## src/rtl/tmr_pkg.sv

```systemverilog
package tmr_pkg;
    typedef enum logic [1:0] {
        MODE_IDLE  = 2'b00,
        MODE_EVENT = 2'b01,
        MODE_TIMER = 2'b10,
        MODE_PULSE = 2'b11
    } tmr_mode_e;

    typedef struct packed {
        tmr_mode_e  mode;
        logic       rsvd;
        logic       run;
        logic       fall_sel;
        logic [2:0] psc;
    } tmr_ctrl_t;
endpackage

```

## src/rtl/tmr_prescale.sv

```systemverilog
module tmr_prescale #(
    parameter int STAGES = 8,
    localparam int SELW  = (STAGES > 1) ? $clog2(STAGES) : 1
) (
    input  logic            clk,
    input  logic            rst_n,
    input  logic [SELW-1:0] sel,
    output logic            tick
);
    logic [STAGES-1:0] div_d, div_q;
    logic [STAGES-1:0] tap;

    generate
        for (genvar i = 0; i < STAGES; i++) begin : g_tap
            assign tap[i] = &div_q[i:0];
        end
    endgenerate

    always_comb begin
        div_d = div_q + 1'b1;
        tick  = tap[sel];
    end

    always_ff @(posedge clk or negedge rst_n) begin
        if (!rst_n) div_q <= '0;
        else        div_q <= div_d;
    end

    // the shortest divide is two, so a tick is never followed by another
    p_tick_gap_r1: assert property (@(posedge clk) disable iff (!rst_n)
        tick |=> !tick);
endmodule

```

## src/rtl/tmr_edge.sv

```systemverilog
module tmr_edge (
    input  logic clk,
    input  logic rst_n,
    input  logic sig,
    input  logic fall_sel,
    output logic act,
    output logic inact
);
    logic prev_d, prev_q;
    logic rise, fall;

    always_comb begin
        prev_d = sig;
        rise   = sig & ~prev_q;
        fall   = ~sig & prev_q;
        act    = fall_sel ? fall : rise;
        inact  = fall_sel ? rise : fall;
    end

    always_ff @(posedge clk or negedge rst_n) begin
        if (!rst_n) prev_q <= 1'b0;
        else        prev_q <= prev_d;
    end

    // an active edge cannot repeat on the next clock
    p_act_gap_r3: assert property (@(posedge clk) disable iff (!rst_n)
        act |=> !act);
endmodule

```

## src/rtl/tmr_multimode.sv

```systemverilog
module tmr_multimode
    import tmr_pkg::*;
#(
    parameter int W      = 8,
    parameter int STAGES = 8,
    localparam int SELW  = (STAGES > 1) ? $clog2(STAGES) : 1
) (
    input  logic         clk,
    input  logic         rst_n,
    input  logic         ctrl_wr,
    input  logic [7:0]   ctrl_wdata,
    input  logic         load_wr,
    input  logic [W-1:0] load_wdata,
    input  logic         cnt_rd,
    input  logic         ev_in,
    input  logic         irq_en,
    output logic [7:0]   ctrl_o,
    output logic [W-1:0] cnt_o,
    output logic         irq,
    output logic         bz
);
    typedef struct packed {
        tmr_ctrl_t    ctrl;
        logic [W-1:0] pre;
        logic [W-1:0] cnt;
        logic         meas;
        logic         irq;
        logic         bz;
    } state_t;

    state_t    st_d, st_q;
    logic      tick, act, inact;
    logic      step, inc;
    tmr_ctrl_t wr_ctrl;

    tmr_prescale #(.STAGES(STAGES)) u_psc (
        .clk  (clk),
        .rst_n(rst_n),
        .sel  (st_q.ctrl.psc[SELW-1:0]),
        .tick (tick)
    );

    tmr_edge u_edge (
        .clk     (clk),
        .rst_n   (rst_n),
        .sig     (ev_in),
        .fall_sel(st_q.ctrl.fall_sel),
        .act     (act),
        .inact   (inact)
    );

    always_comb begin
        st_d     = st_q;
        st_d.irq = 1'b0;
        wr_ctrl  = tmr_ctrl_t'(ctrl_wdata);

        unique case (st_q.ctrl.mode)
            MODE_EVENT: step = act;
            MODE_TIMER: step = tick;
            MODE_PULSE: step = st_q.meas & tick;
            default:    step = 1'b0;
        endcase
        inc = st_q.ctrl.run & step & ~cnt_rd;

        if (inc) begin
            if (st_q.cnt == '1) begin
                st_d.cnt = st_q.pre;
                st_d.irq = 1'b1;
                st_d.bz  = ~st_q.bz;
            end else begin
                st_d.cnt = st_q.cnt + 1'b1;
            end
        end

        if (st_q.ctrl.mode == MODE_PULSE && st_q.ctrl.run) begin
            if (!st_q.meas && act) begin
                st_d.meas = 1'b1;
            end else if (st_q.meas && inact) begin
                st_d.meas     = 1'b0;
                st_d.ctrl.run = 1'b0;
            end
        end

        if (load_wr) begin
            st_d.pre = load_wdata;
            if (!st_q.ctrl.run) st_d.cnt = load_wdata;
        end

        if (ctrl_wr) begin
            st_d.ctrl      = wr_ctrl;
            st_d.ctrl.rsvd = 1'b0;
            if (!wr_ctrl.run || wr_ctrl.mode != MODE_PULSE) st_d.meas = 1'b0;
        end
    end

    always_ff @(posedge clk or negedge rst_n) begin
        if (!rst_n) st_q <= '0;
        else        st_q <= st_d;
    end

    assign ctrl_o = st_q.ctrl;
    assign cnt_o  = st_q.cnt;
    assign irq    = st_q.irq & irq_en;
    assign bz     = st_q.bz;

    // the request lasts a single clock
    p_irq_pulse_r5: assert property (@(posedge clk) disable iff (!rst_n)
        st_q.irq |=> !st_q.irq);

    // a roll-over lands on the preload value
    p_reload_r5: assert property (@(posedge clk) disable iff (!rst_n)
        (inc && st_q.cnt == '1 && !load_wr) |=> (st_q.cnt == $past(st_q.pre)));

    // the buzzer only changes together with an overflow
    p_bz_follow_r6: assert property (@(posedge clk) disable iff (!rst_n)
        !$stable(st_q.bz) |-> st_q.irq);

    // a stopped counter holds unless software loads it
    p_hold_stopped_r8: assert property (@(posedge clk) disable iff (!rst_n)
        (!st_q.ctrl.run && !load_wr) |=> $stable(st_q.cnt));

    // a read in progress freezes the count
    p_read_gate_r10: assert property (@(posedge clk) disable iff (!rst_n)
        (cnt_rd && !load_wr) |=> $stable(st_q.cnt));

    // outside pulse mode the run bit falls only on a control write
    p_run_sw_only_r8: assert property (@(posedge clk) disable iff (!rst_n)
        (st_q.ctrl.run && st_q.ctrl.mode != MODE_PULSE && !ctrl_wr) |=> st_q.ctrl.run);
endmodule

```

## config.mk

```make
export PLATFORM = sky130hd
export DESIGN_NAME = tmr_multimode
export DESIGN_NICKNAME = d
export VERILOG_FILES = /design/src/rtl/tmr_pkg.sv /design/src/rtl/tmr_prescale.sv /design/src/rtl/tmr_edge.sv /design/src/rtl/tmr_multimode.sv
export SDC_FILE = /design/constraint.sdc
export NUM_CORES = 1
export LEC_CHECK = 0
export CORE_UTILIZATION = 40
export DETAILED_ROUTE_END_ITERATION = 10
export HOLD_SLACK_MARGIN = 0.15
export MAX_ROUTING_LAYER = met4
export PLACE_DENSITY = 0.74
export SLEW_MARGIN = 20
export SYNTH_ARGS = -nofsm -noshare
export SYNTH_HDL_FRONTEND = slang
export SYNTH_HIERARCHICAL = 1
export SYNTH_SLANG_ARGS = --single-unit
```

## constraint.sdc

```tcl
create_clock -name clk -period 3.5 [get_ports clk]
set_clock_uncertainty 0.1 [all_clocks]
set_input_delay 0.7 -clock clk [delete_from_list [all_inputs] [get_ports clk]]
set_output_delay 0.7 -clock clk [all_outputs]
set_load 0.03 [all_outputs]
```

; ---- Word-level counts from Yosys, hierarchy flattened
; Cells that the tools add are included.
[classes]
add_sub_neg = 2
multipliers = 0
n_div = 0
magnitude_cmp = 1
n_eq_ne = 6
n_shift = 0
n_mux = 20
n_bitwise = 10
n_reduce_logical = 17
[ops]
columns = op, n
row1 = two-way mux 8 bit, 4
row2 = adder 8 x 1 -> 8 bit (second input constant), 2
row3 = two-way mux 1 bit, 11
row4 = equality test 8 bit (second input constant), 1
row5 = AND reduction 8 bit, 1
row6 = AND reduction 7 bit, 1
row7 = AND 1 bit, 6
row8 = AND reduction 3 bit, 2
row9 = AND reduction 6 bit, 1
row10 = two-way mux 5 bit, 1
row11 = AND reduction 5 bit, 1
row12 = equality test 2 bit (second input constant), 2
row13 = less-than comparator 3 x 4 -> 1 bit (second input constant), 1
row14 = two-way mux 2 bit, 2
row15 = inequality test 2 bit (second input constant), 2
row16 = NOT 1 bit, 4
row17 = AND reduction 2 bit, 2
row18 = AND reduction 4 bit, 1
row19 = nonzero test 2 bit, 2
row20 = binary-select mux 1 bit (select 3 bit), 1
row21 = logical AND 1 bit, 3
row22 = case mux 1 bit (3 select lines), 1
row23 = equality test 2 x 1 -> 1 bit (second input constant), 1
row24 = zero test 1 bit, 2
row25 = logical OR 1 bit, 1
[totals]
regBits = 35
latchBits = 0
ram_bits = 0
mem_bits_ro = 0
inputBits = 23
output_inout_bits = 18
word_cells = 67
n_memories = 0

; ---- Depth between registers and ports, before layout
; Gate-level depths: netlist (run 1).
[depth]
depth_word = 10
depth_mapped = 10
ltp_nobuf = 9

; ---- Hierarchy
; Netlist (run 1), hierarchy kept.
[by_module_without_submodules]
columns = module, instances, cells_per_inst, area_per_inst_um2, seq_area_each_um2
row1 = tmr_multimode, 1, 132, 1451.4, 650.6
row2 = tmr_prescale, 1, 37, 402.9, 200.2
row3 = tmr_edge, 1, 5, 58.8, 25.0

; ---- Least setup slack after synthesis (run 1)
; OpenSTA, ideal clock, no wires.
[synth_path]
path_kind = register to register
start = register u_psc.div_q[0]
end = register st_q (netlist bit cnt_o[3])
setup_ps = 139
arrival_ps = 2022
required_ps = 3261
slack_ps = 1239
path_stages_with_launch = 10
n_path_buf = 1
synth_period_minus_slack_ps = 2261
cell_sequence = dfrtp_1 ha_1 a21oi_1 a211o_1 a211oi_2 a21boi_2 nor4b_4 buf_6 mux2i_1 a21oi_1
[synth_lines]
columns = element, line
row1 = "start, declared", tmr_prescale.sv:10  ; logic [STAGES-1:0] div_d, div_q;
row2 = "start signal, assigned", tmr_prescale.sv:26  ; else div_q <= div_d;
row3 = "end signal, assigned", tmr_multimode.sv:98  ; else st_q <= st_d;
row4 = "end, declared", tmr_multimode.sv:31  ; state_t st_d, st_q;

; ---- Worst setup path in the final report (run 1)
[layout_path]
start = input irq_en
end = output irq
[layout_via]
elab_chain_len = 1
[layout_lines]
columns = element, line
row1 = "start, declared", tmr_multimode.sv:16  ; input logic irq_en,
row2 = AND 1 bit, tmr_multimode.sv:103  ; assign irq = st_q.irq & irq_en;
row3 = "end, declared", tmr_multimode.sv:19  ; output logic irq,
; Every way passes these cells.

==> results by group, run 1 <==
Clocking
  • # Post-CTS Setup Buffers: 0
  • CTS Hold Bufs: 0
  • CTS max path bufs: 2
  • Num CTS Buffers: 5
  • Clk_lat worst skew: 0.28 ns
  • CTS sink cnt: 35
  • H-tree depth: 2
  • Reg clk slew, reported paths: 0.06 ns
  • TritonCTS clock tree: built
  • Post-CTS sizing: 0
  • CTS root buffer: clkbuf_8

Hold path
  • Min-delay src: u_psc/div_q[7]
  • Hold path cells: 1
  • Hold EP: u_psc/div_q[7]
  • Worst hold path class: reg -> reg

Placement
  • GPL Wtd Cong: 0.836
  • Port Buf Inserts: 38
  • Placed inst area: 2220 um2
  • Post-detail-place hpwl: 2570 um
  • Placed Cells: 245

Setup path
  • Worst reg2reg startpoint: u_psc/div_q[0]
  • R2R setup slack: 0.97 ns
  • Crit end category: primary output
  • R2R Path End: cnt_o[6]
  • Crit path top cell by count: clkdlybuf4s50_1
  • Crit-path max FO: 1
  • Slowest CP cell: clkdlybuf4s50_1
  • Startpoint types: input pin
  • Critical path buffer and inverter count: 2
  • Delay-heaviest family, CP: buffers and inverters
  • Cell Chain, Critical Path: clkdlybuf4s50_1, and2_1, clkdlybuf4s50_1
  • R2R cell count: 10
  • Worst Path Required: 2.70 ns
  • CP arrival: 1.91 ns
  • Slowest stage delay, CP: 0.66 ns
  • Setup Crit Path Kind: in -> out
  • CP Launch Point: irq_en

STA
  • Relative slew slack: 64.5%
  • Final hold violations: 0
  • RSZ-0062 raised after global routing: false
  • Final setup viols: 0
  • Setup TNS: 0 ns
  • Achievable Freq: 369 MHz
  • Actual slew at the worst max-slew pin: 0.531 ns
  • Fin Hold WS: 0.382 ns
  • Tmin final: 2.71 ns
  • Post-route clock period utilization: 77.5%
  • Fin. max-slew vios: 0

Die
  • Die X: 71.2 um
  • Initial Util: 42.8%
  • Core Box Area: 4470 um2
  • I/O pin cnt: 41
  • Num rows: 24
  • Die footprint: 5060 um2
  • Die Y-Extent: 71.2 um

Global routing
  • Initial antenna violation count: 0
  • Overflow after GRT: 0
  • First-pass GRT wire length: 6380 um
  • Largest net degree at the start of global routing: 36
  • Global-route usage over all layers: 16.8%
  • Vias in the first global route: 1404

Final layout
  • Synthesis-to-finish area growth: 19.8%
  • Register area: 876 um2
  • Footprint of the multi-input gates: 872 um2
  • Diode count: 0
  • Final net count: 226
  • Count of non-filler cells in the finished layout: 251
  • Layout cells sized above 1: 8.04%
  • Fillers: 405
  • Post-route cell area: 2290 um2

Synth
  • Cells after Synth: 174
  • Share of synthesized flip-flops with an asynchronous set or reset: 100%
  • Number of synthesized register bits: 35
  • Synth top area share: 45.8%
  • Cell Area, Synth: 1910 um2
  • Synth Flop Type: dfrtp_1
  • Sequential area share after synthesis: 45.8%
  • Post-synth EDFFs: 0
  • Ranking of synthesized cells by area: dfrtp_1 (46%), mux2_1 (8.2%), buf_4 (6.3%)
  • Yosys warnings: 6
  • Leading area contributor after synthesis: dfrtp_1
  • Syn_nets: 200
  • Unique cell type count in the Yosys netlist: 44
  • Syn avg cell area: 11.0 um2

Run
  • Total of max-cap violations: 0

Outcome
  • Status: finished clean

Route
  • Routed len/inst: 14.5 um
  • Via density: 5.30
  • Via Count: 1330
  • Residual DRC: 0
  • Post-DRT Antenna Nets: 0
  • DRT Pass-1 Iters: 6
  • Final WL: 3640 um
  • Initial DRC Count: 125

Power and ir drop
  • Final Power: 1.03 mW
  • Comb pwr share: 26.5%
  • Int Pwr: 0.707 mW
  • Sequential power share: 47.8%
  • Sw power: 0.318 mW
  • Switching part of the total: 31.1%
  • Leakage: 0.945 nW
  • Clock power share: 25.6%
  • VDD IR-drop max: 190 uV
  • Power Dens Cells: 447 nW/um2
-- sequential cells by signal (all words and copies together), names as in the netlist --
name	cells
ctrl_o	7
u_edge/prev_q	1
st_q	10
cnt_o	8
bz	1
u_psc/div_q	8
-- Yosys cell counts (2+ instances only) --
master,n
mux2i_1,8
dfrtp_1,35
a211oi_1,2
a21oi_1,6
o21ai_1,2
nand2_1,11
nand4_1,7
and4_1,2
nand2b_1,5
xnor2_1,7
a311oi_1,2
mux2_1,14
buf_4,16
inv_1,3
nor3_1,2
and3_1,2
ha_1,3
xor2_1,2
o21ai_0,3
nand3_1,5
and2_4,2
buf_6,2
nor2_1,10
clkbuf_1,3
-- metrics by stage --
step                worst slack [ns]  utilization [%]
finish                         0.788             51.2
global route                   0.772             51.2
CTS                            0.784             51.2
detailed placement             0.693             49.6
global placement               0.705             49.6
floorplan                       1.24                -
-- kinds of logic after synthesis --
logic type               synth area share [%]
other                                   0.196
buffers and inverters                    8.63
AO/OA/AOI/OAI                            9.48
multiplexers                             13.0
XOR/XNOR                                 4.97
adder cells (fa/ha/maj)                  1.96
AND/OR/NAND/NOR                          16.0
flip-flops                               45.8
-- cells in the final DEF, fill, tap and decap left out, types with 2 or more instances in the layout --
master | Yosys | final
clkdlybuf4s50_1 | 0 | 38
dfrtp_1 | 35 | 35
mux2_1 | 14 | 14
nand2_1 | 11 | 11
nor2_1 | 10 | 10
mux2i_1 | 8 | 8
xnor2_1 | 7 | 7
nand4_1 | 7 | 7
a21oi_1 | 6 | 6
nand2b_1 | 5 | 5
nand3_1 | 5 | 5
clkbuf_8 | 0 | 5
inv_1 | 3 | 3
o21ai_0 | 3 | 3
ha_1 | 3 | 3
and3_1 | 2 | 2
a311oi_1 | 2 | 2
and4_1 | 2 | 2
nor3_1 | 2 | 2
a211oi_1 | 2 | 2
o21ai_1 | 2 | 2
and2_4 | 2 | 2
buf_4 | 16 | 2
xor2_1 | 2 | 2
-- power by group through the flow --
stage                     sequential, mW  clock [mW]  combinational [mW]
after CTS                          0.490       0.274               0.274
after global routing               0.498       0.292               0.294
final                              0.491       0.263               0.272
after detailed placement           0.498           0               0.272
after global placement             0.496           0               0.268
after floorplan                    0.487           0               0.203
-- metal layers --
| layer | GRT usage (%) | share of wire (%) |
|---|---|---|
| met2 | 25.4 | 47 |
| met3 | 3.56 | 4.4 |
| met4 | 9.11 | 1.8 |
| met5 | - | 0 |
| met1 | 21.0 | 47 |
-- cell type report --
type                            count  share of cell area (%)
Sequential cell                    35                    38.2
Multi-Input combinational cell    115                    38.0
Timing Repair Buffer               40                    17.2
Clock buffer                        6                    3.17
Tap cell                           52                    2.84
Inverter                            3                   0.491
-- how the worst max path moves through the flow --
stage	to	slack, ns	cells after the start
2_1_floorplan	cnt_o[3]	1.24	9
3_3_place_gp	cnt_o[6]	0.71	8
3_5_place_dp	cnt_o[7]	0.69	8
4_1_cts	irq	0.78	3
5_1_grt	irq	0.77	3
6_report	irq	0.79	3
(Power assumes the default switching activity.)
==> run 2: changes to the inputs <==
--- a/config.mk
+++ b/config.mk
@@ -9,7 +9,7 @@
 export DETAILED_ROUTE_END_ITERATION = 10
 export HOLD_SLACK_MARGIN = 0.15
 export MAX_ROUTING_LAYER = met4
-export PLACE_DENSITY = 0.74
+export PLACE_DENSITY = 0.77
 export SLEW_MARGIN = 20
 export SYNTH_ARGS = -nofsm -noshare
 export SYNTH_HDL_FRONTEND = slang
==> constraint.sdc (replaced) <==
create_clock -name clk -period 2.24 [get_ports clk]
set_clock_uncertainty 0.1 [all_clocks]
set_input_delay 0.448 -clock clk [delete_from_list [all_inputs] [get_ports clk]]
set_output_delay 0.448 -clock clk [all_outputs]
set_load 0.03 [all_outputs]
==> run 2 against run 1 <==
  * The flow now finishes with violations (DRC, setup timing)
  * Via count increased by 11%
  * Non-clock buffer count up 25
  * Combinational power up 71%
  * Routed wire length increased by 11%
  * Core utilization rose by 5.6 points
  * Sequential share of layout area shrank 3.7 points
  * Worst hold slack lost 0.0036 ns
  * Global-route usage is 0.27 points higher
  * Worst setup slack got worse by 0.87 ns
  * Clock power increased by 66%
  * Register-to-register slack worse by 1.1 ns
  * Largest cell class is now multi-input combinational cells
  * Largest power group unchanged
  * Highest routed layer unchanged
==> results by group, run 2 (synthesis results as in run 1) <==
Outcome
  • Status: finished with violations
  • Violated checks: DRC, setup timing

Setup path
  • Worst Path Required: 2.33 ns (-0.37 ns)
  • Setup Crit Path Kind: reg -> reg
  • R2R setup slack: -0.08 ns (-1.05 ns)
  • Worst reg2reg startpoint: u_psc/div_q[0]
  • R2R Path End: cnt_o[6]
  • R2R cell count: 10 (unchanged)
  • Crit end category: register
  • Startpoint types: register
  • CP arrival: 2.41 ns (+0.50 ns)
  • Crit-path max FO: 6 (+5)

STA
  • Final setup viols: 7 (+7)
  • Final setup margin: -0.0821 ns (-0.870 ns)
  • Final hold violations: 0 (unchanged)
  • Achievable Freq: 431 MHz
  • Tmin final: 2.32 ns
  • Fin. max-slew vios: 0 (unchanged)
  • RSZ-0062 raised after global routing: true
  • Post-route clock period utilization: 104%
  • Fin Hold WS: 0.379 ns (-0.00357 ns)
  • Setup TNS: -0.364 ns (-0.364 ns)

Die
  • Initial Util: 42.8% (unchanged)
  • Die X: 71.2 um (unchanged)
  • Core Box Area: 4470 um2 (unchanged)
  • Die Y-Extent: 71.2 um (unchanged)
  • Die footprint: 5060 um2 (unchanged)
  • I/O pin cnt: 41 (unchanged)
  • Num rows: 24 (unchanged)

Global routing
  • Largest net degree at the start of global routing: 36 (unchanged)
  • Initial antenna violation count: 0 (unchanged)
  • Vias in the first global route: 1391 (-0.93%)
  • First-pass GRT wire length: 6430 um (+0.75%)
  • Global-route usage over all layers: 17.1% (+0.27 points)
  • Overflow after GRT: 0 (unchanged)

Clocking
  • CTS Hold Bufs: 0 (unchanged)
  • CTS root buffer: clkbuf_8
  • Reg clk slew, reported paths: 0.07 ns (about the same)
  • TritonCTS clock tree: built
  • H-tree depth: 2 (unchanged)
  • Num CTS Buffers: 5 (unchanged)
  • CTS max path bufs: 2 (unchanged)
  • CTS sink cnt: 35 (unchanged)
  • Clk_lat worst skew: 0.28 ns (about the same)

Route
  • Top sig layer: met4
  • Initial DRC Count: 98 (-22%)
  • DRT Pass-1 Iters: 9 (+3)
  • Met1 WL: 1910 um (+12%)
  • Final WL: 4030 um (+11%)
  • Via density: 5.32 (+0.40%)
  • Detail Route met2 WL: 1880 um (+11%)
  • Via Count: 1479 (+11%)
  • Routed len/inst: 14.5 um (about the same)
  • Met3 wire length: 136 um (-14%)
  • Post-DRT Antenna Nets: 0 (unchanged)
  • Residual DRC: 6 (+6)

Final layout
  • Commonest non-fill, non-tap cells in the layout: clkdlybuf4s50_1 (38), dfrtp_1 (33), buf_4 (26)
  • Final net count: 251 (+11%)
  • Diode count: 0 (unchanged)
  • Fillers: 373 (-7.9%)
  • Largest register FFs: 10 (unchanged)
  • Layout cells sized above 1: 22.1% (+14 points)
  • Core Util, Final: 56.8% (+5.6 points)
  • Commonest non-fill, non-tap cell in the layout: clkdlybuf4s50_1
  • Register area: 878 um2 (+0.29%)
  • Synthesis-to-finish area growth: 32.9%
  • Footprint of the multi-input gates: 920 um2 (+5.5%)
  • Most flop-heavy register: st_q

Power and ir drop
  • VDD IR-drop max: 301 uV (+59%)
  • Final Power: 1.67 mW (+63%)
  • Sequential power share: 46.1% (-1.7 points)
  • Clock power share: 26.1% (+0.5 points)
  • Power Dens Cells: 657 nW/um2 (+47%)
  • Sw power: 0.529 mW (+66%)
  • Leakage: 1.08 nW (+15%)
  • Switching part of the total: 31.7% (+0.62 points)
  • Comb pwr share: 27.8% (+1.3 points)
  • Int Pwr: 1.14 mW (+62%)

Hold path
  • Hold EP: u_psc/div_q[7]
  • Min-delay src: u_psc/div_q[7]
  • Hold path cells: 1 (unchanged)
  • Worst hold path class: reg -> reg

Placement
  • Post-detail-place hpwl: 2670 um (+4.2%)
  • GPL Wtd Cong: 0.829 (-0.85%)
  • Port Buf Inserts: 38 (unchanged)

Run
  • Total of max-cap violations: 0 (unchanged)
run 2: cell types whose count changed in the layout (fill, tap and decap cells not counted), moves of 2 or more:
cell / change
ha_4: +2
ha_1: -2
buf_4: +24
dfrtp_1: -2
dfrtp_2: +2
run 2: layer usage:
layer,track usage (%),up-vias
li1,-,702
met1,22.6,732
met2,25.6,37
met3,3.13,8
met4,7.33,0
met5,-,-
run 2: area by class of cell:
class                   instances  share of cell area, %
multi-input cells             115                   36.2
clock buffers                   7                   3.00
repair buffers                 65                   23.1
well taps                      52                   2.56
inverters                       3                  0.443
clock inverters                 1                  0.197
flip-flops and latches         35                   34.5
run 2: worst max-delay path, cell delays in order, from the launching register on:
cell      delay (ns)
dfrtp_2         0.44
buf_4           0.13
buf_4           0.08
mux2i_1         0.05
a22o_1          0.21
a211oi_2        0.24
a21boi_2        0.11
nor4b_4         0.29
buf_4           0.20
a311oi_2        0.10
a311oi_1        0.26
run 2: timing repair:
action | 4_1_cts | 5_1_grt
gates resized for setup | 2 | 10
setup endpoints to repair | 9 | 10
endpoints found under the hold margin | 0 | 0
setup buffers | 3 | 2
gates cloned | 0 | 0
pin swaps | 7 | 6
run 2: power groups by stage:
| stage | sequential [mW] | clock [mW] | combinational [mW] |
|---|---|---|---|
| detailed placement | 0.778 | 0 | 0.450 |
| finish | 0.770 | 0.436 | 0.465 |
| CTS | 0.766 | 0.453 | 0.456 |
| floorplan | 0.761 | 0 | 0.317 |
| global route | 0.781 | 0.479 | 0.501 |
| global placement | 0.775 | 0 | 0.445 |
run 2: worst max path at each step:
stage,start,endpoint,cells past startpoint
detailed placement,ev_in,cnt_o[6],8
CTS,u_psc/div_q[0],cnt_o[7],9
floorplan,u_psc/div_q[0],cnt_o[3],10
global route,u_psc/div_q[0],cnt_o[6],10
finish,u_psc/div_q[0],cnt_o[6],10
global placement,ev_in,cnt_o[7],8
run 2: metrics by stage:
step | area [um2] | instances | setup slack (ns)
2_1_floorplan | 1920 | 174 | 0.00602
3_3_place_gp | 2370 | 265 | -0.230
3_5_place_dp | 2370 | 265 | -0.285
4_1_cts | 2480 | 276 | -0.0412
5_1_grt | 2540 | 278 | -0.196
6_report | 2540 | 278 | -0.0821
==> run 3: changes to the inputs <==
--- a/config.mk
+++ b/config.mk
@@ -5,11 +5,11 @@
 export SDC_FILE = /design/constraint.sdc
 export NUM_CORES = 1
 export LEC_CHECK = 0
-export CORE_UTILIZATION = 40
+export CORE_UTILIZATION = 46
 export DETAILED_ROUTE_END_ITERATION = 10
 export HOLD_SLACK_MARGIN = 0.15
 export MAX_ROUTING_LAYER = met4
-export PLACE_DENSITY = 0.77
+export PLACE_DENSITY = 0.78
 export SLEW_MARGIN = 20
 export SYNTH_ARGS = -nofsm -noshare
 export SYNTH_HDL_FRONTEND = slang
==> run 3 against run 2 <==
  * The flow finishes with violations (setup timing)
  * First-iteration DRC count is 54% lower
  * Sequential cell count stayed put
  * Register-to-register slack improved by 0.08 ns
  * Routed wire length shrank 10%
  * Die area fell by 13%
  * Via count shrank 3.0%
  * Combinational power down 2%
  * Core utilization rose by 5.2 points
  * Sequential share of layout area up 0.75 points
==> results by group, run 3 (synthesis results as in run 1) <==
Power and ir drop
  • Switching part of the total: 31.1% (-0.61 points)
  • Final Power: 1.65 mW (-1.1%)
  • Int Pwr: 1.14 mW (-0.26%)
  • Power Dens Cells: 666 nW/um2 (+1.3%)
  • Comb pwr share: 27.6% (-0.2 points)
  • Sequential power share: 46.4% (+0.3 points)
  • Leakage: 1.07 nW (-0.87%)
  • Sw power: 0.513 mW (-3.1%)
  • Clock power share: 26.0% (about the same)
  • VDD IR-drop max: 305 uV (+1.2%)

STA
  • Fin Hold WS: 0.381 ns (+0.00202 ns)
  • RSZ-0062 raised after global routing: true
  • Final hold violations: 0 (unchanged)
  • Fin. max-slew vios: 0 (unchanged)
  • Achievable Freq: 446 MHz (+3.5%)
  • Final setup margin: -0.00347 ns (+0.0786 ns)
  • Tmin final: 2.24 ns (-0.0786 ns)
  • Final setup viols: 1 (-6)
  • Post-route clock period utilization: 100% (-3.5 points)

Setup path
  • Crit end category: register
  • Slowest stage delay, CP: 0.38 ns (-0.06 ns)
  • Cell Chain, Critical Path: ha_2, mux2i_1, a22o_1, a211oi_2, a21boi_2, nor4b_4, buf_4, mux2i_1, a221oi_2
  • CP arrival: 2.30 ns (-0.11 ns)
  • Crit path top cell by count: mux2i_1
  • Worst Path Required: 2.29 ns (-0.04 ns)
  • R2R Path End: cnt_o[7]
  • Startpoint types: register
  • Worst reg2reg startpoint: u_psc/div_q[0]
  • R2R setup slack: -0.003 ns (+0.08 ns)
  • Crit-path max FO: 6 (unchanged)
  • Slowest CP cell: dfrtp_1
  • Setup Crit Path Kind: reg -> reg
  • R2R cell count: 9 (-1)

Placement
  • Port Buf Inserts: 38 (unchanged)
  • Placed inst area: 2350 um2 (-1.1%)
  • Post-Place Setup Slack: -0.273 ns (+0.0117 ns)
  • GPL Wtd Cong: 0.862 (+4.0%)
  • Post-detail-place hpwl: 2620 um (-2.0%)

Global routing
  • Overflow after GRT: 0 (unchanged)
  • Largest net degree at the start of global routing: 36 (unchanged)
  • Vias in the first global route: 1288 (-7.4%)
  • Global-route usage over all layers: 18.3% (+1.2 points)
  • First-pass GRT wire length: 5820 um (-9.4%)
  • Initial antenna violation count: 0 (unchanged)

Clocking
  • CTS Hold Bufs: 0 (unchanged)
  • H-tree depth: 2 (unchanged)
  • CTS max path bufs: 2 (unchanged)
  • CTS root buffer: clkbuf_8
  • Clk_lat worst skew: 0.29 ns (about the same)
  • Reg clk slew, reported paths: 0.07 ns (about the same)
  • TritonCTS clock tree: built
  • Num CTS Buffers: 5 (unchanged)
  • CTS sink cnt: 35 (unchanged)

Final layout
  • Commonest non-fill, non-tap cells in the layout: clkdlybuf4s50_1 (37), dfrtp_1 (35), buf_4 (23)
  • Fillers: 334 (-10%)
  • Final net count: 247 (-1.6%)
  • Most flop-heavy register: st_q
  • Post-route cell area: 2480 um2 (-2.4%)
  • Synthesis-to-finish area growth: 29.7%
  • Largest register FFs: 10 (unchanged)
  • Diode count: 0 (unchanged)
  • Layout cells sized above 1: 19.8% (-2.3 points)
  • Commonest non-fill, non-tap cell in the layout: clkdlybuf4s50_1

Hold path
  • Hold EP: u_psc/div_q[7]
  • Worst hold path class: reg -> reg
  • Hold path cells: 1 (unchanged)
  • Min-delay src: u_psc/div_q[7]

Route
  • Routed len/inst: 13.3 um (-8.3%)
  • Post-DRT Antenna Nets: 0 (unchanged)
  • DRT Pass-1 Iters: 4 (-5)
  • Via Count: 1435 (-3.0%)
  • Initial DRC Count: 45 (-54%)
  • Via density: 5.28 (-0.83%)
  • Final WL: 3620 um (-10%)
  • Residual DRC: 0 (-6)

Die
  • Die X: 66.5 um (-6.6%)
  • I/O pin cnt: 41 (unchanged)
  • Core Box Area: 4000 um2 (-11%)
  • Die footprint: 4420 um2 (-13%)
  • Initial Util: 47.8% (+5.1 points)
  • Num rows: 23 (-4.2%)
  • Die Y-Extent: 66.5 um (-6.6%)

Run
  • Total of max-cap violations: 0 (unchanged)

Outcome
  • Violated checks: setup timing
  • Status: finished with violations
-- run 3: changes by cell type in the layout (fill, tap and decap cells not counted), moves of 2 or more --
cell | before | now
dfrtp_1 | 33 | 35
ha_2 | 0 | 2
buf_4 | 26 | 23
ha_4 | 2 | 0
dfrtp_2 | 2 | 0
-- run 3: how the worst max path moves through the flow --
| stage | from | endpoint | slack, ns | depth (start not counted) |
|---|---|---|---|---|
| floorplan | u_psc/div_q[0] | cnt_o[3] | 0.006 | 10 |
| global placement | ev_in | cnt_o[7] | -0.24 | 8 |
| detailed placement | ev_in | cnt_o[0] | -0.27 | 8 |
| global route | u_psc/div_q[0] | cnt_o[7] | -0.10 | 10 |
| finish | u_psc/div_q[0] | cnt_o[7] | -0.003 | 9 |
| CTS | u_psc/div_q[1] | cnt_o[7] | 0.003 | 9 |
-- run 3: metal layers --
metal  wire, um  GRT usage [%]  vias up
met4         58           6.38        0
met2       1780           28.3       39
met1       1620           23.3      694
li1           -              -      696
met5          0              -        -
met3        157           4.62        6
-- run 3: area by class of cell --
type	count	area, um2	area share (%)
flip-flops and latches	35	876	35.3
clock buffers	7	76.3	3.08
clock inverters	1	5.00	0.202
inverters	3	11.3	0.454
well taps	50	62.6	2.52
repair buffers	61	556	22.4
multi-input cells	115	895	36.1
-- run 3: critical path: cells and delay by family (launching register included) --
family	cells	cell delay, ns
adders and majority gates	1	0.22
muxes	2	0.30
and+or+nand+nor	1	0.29
buffers and inverters	1	0.20
DFF	1	0.38
AOI/OAI and AO/OA	4	0.63
-- run 3: power by group through the flow --
stage | combinational, mW | sequential (mW) | clock (mW)
6_report | 0.456 | 0.767 | 0.429
5_1_grt | 0.491 | 0.775 | 0.473
4_1_cts | 0.454 | 0.765 | 0.444
3_5_place_dp | 0.452 | 0.776 | 0
3_3_place_gp | 0.443 | 0.774 | 0
2_1_floorplan | 0.317 | 0.761 | 0
-- run 3: through the flow --
step	instances	TNS (ns)	util (%)
floorplan	174	0	-
global placement	260	-1.59	58.7
detailed placement	260	-1.89	58.7
CTS	270	0	61.2
global route	272	-0.543	62.0
finish	272	-0.00347	62.0
-- run 3: repair_timing --
item | in CTS | in global routing
pin swaps | 7 | 1
setup buffers | 2 | 2
resized for setup | 2 | 5
endpoints found under the setup margin | 8 | 9
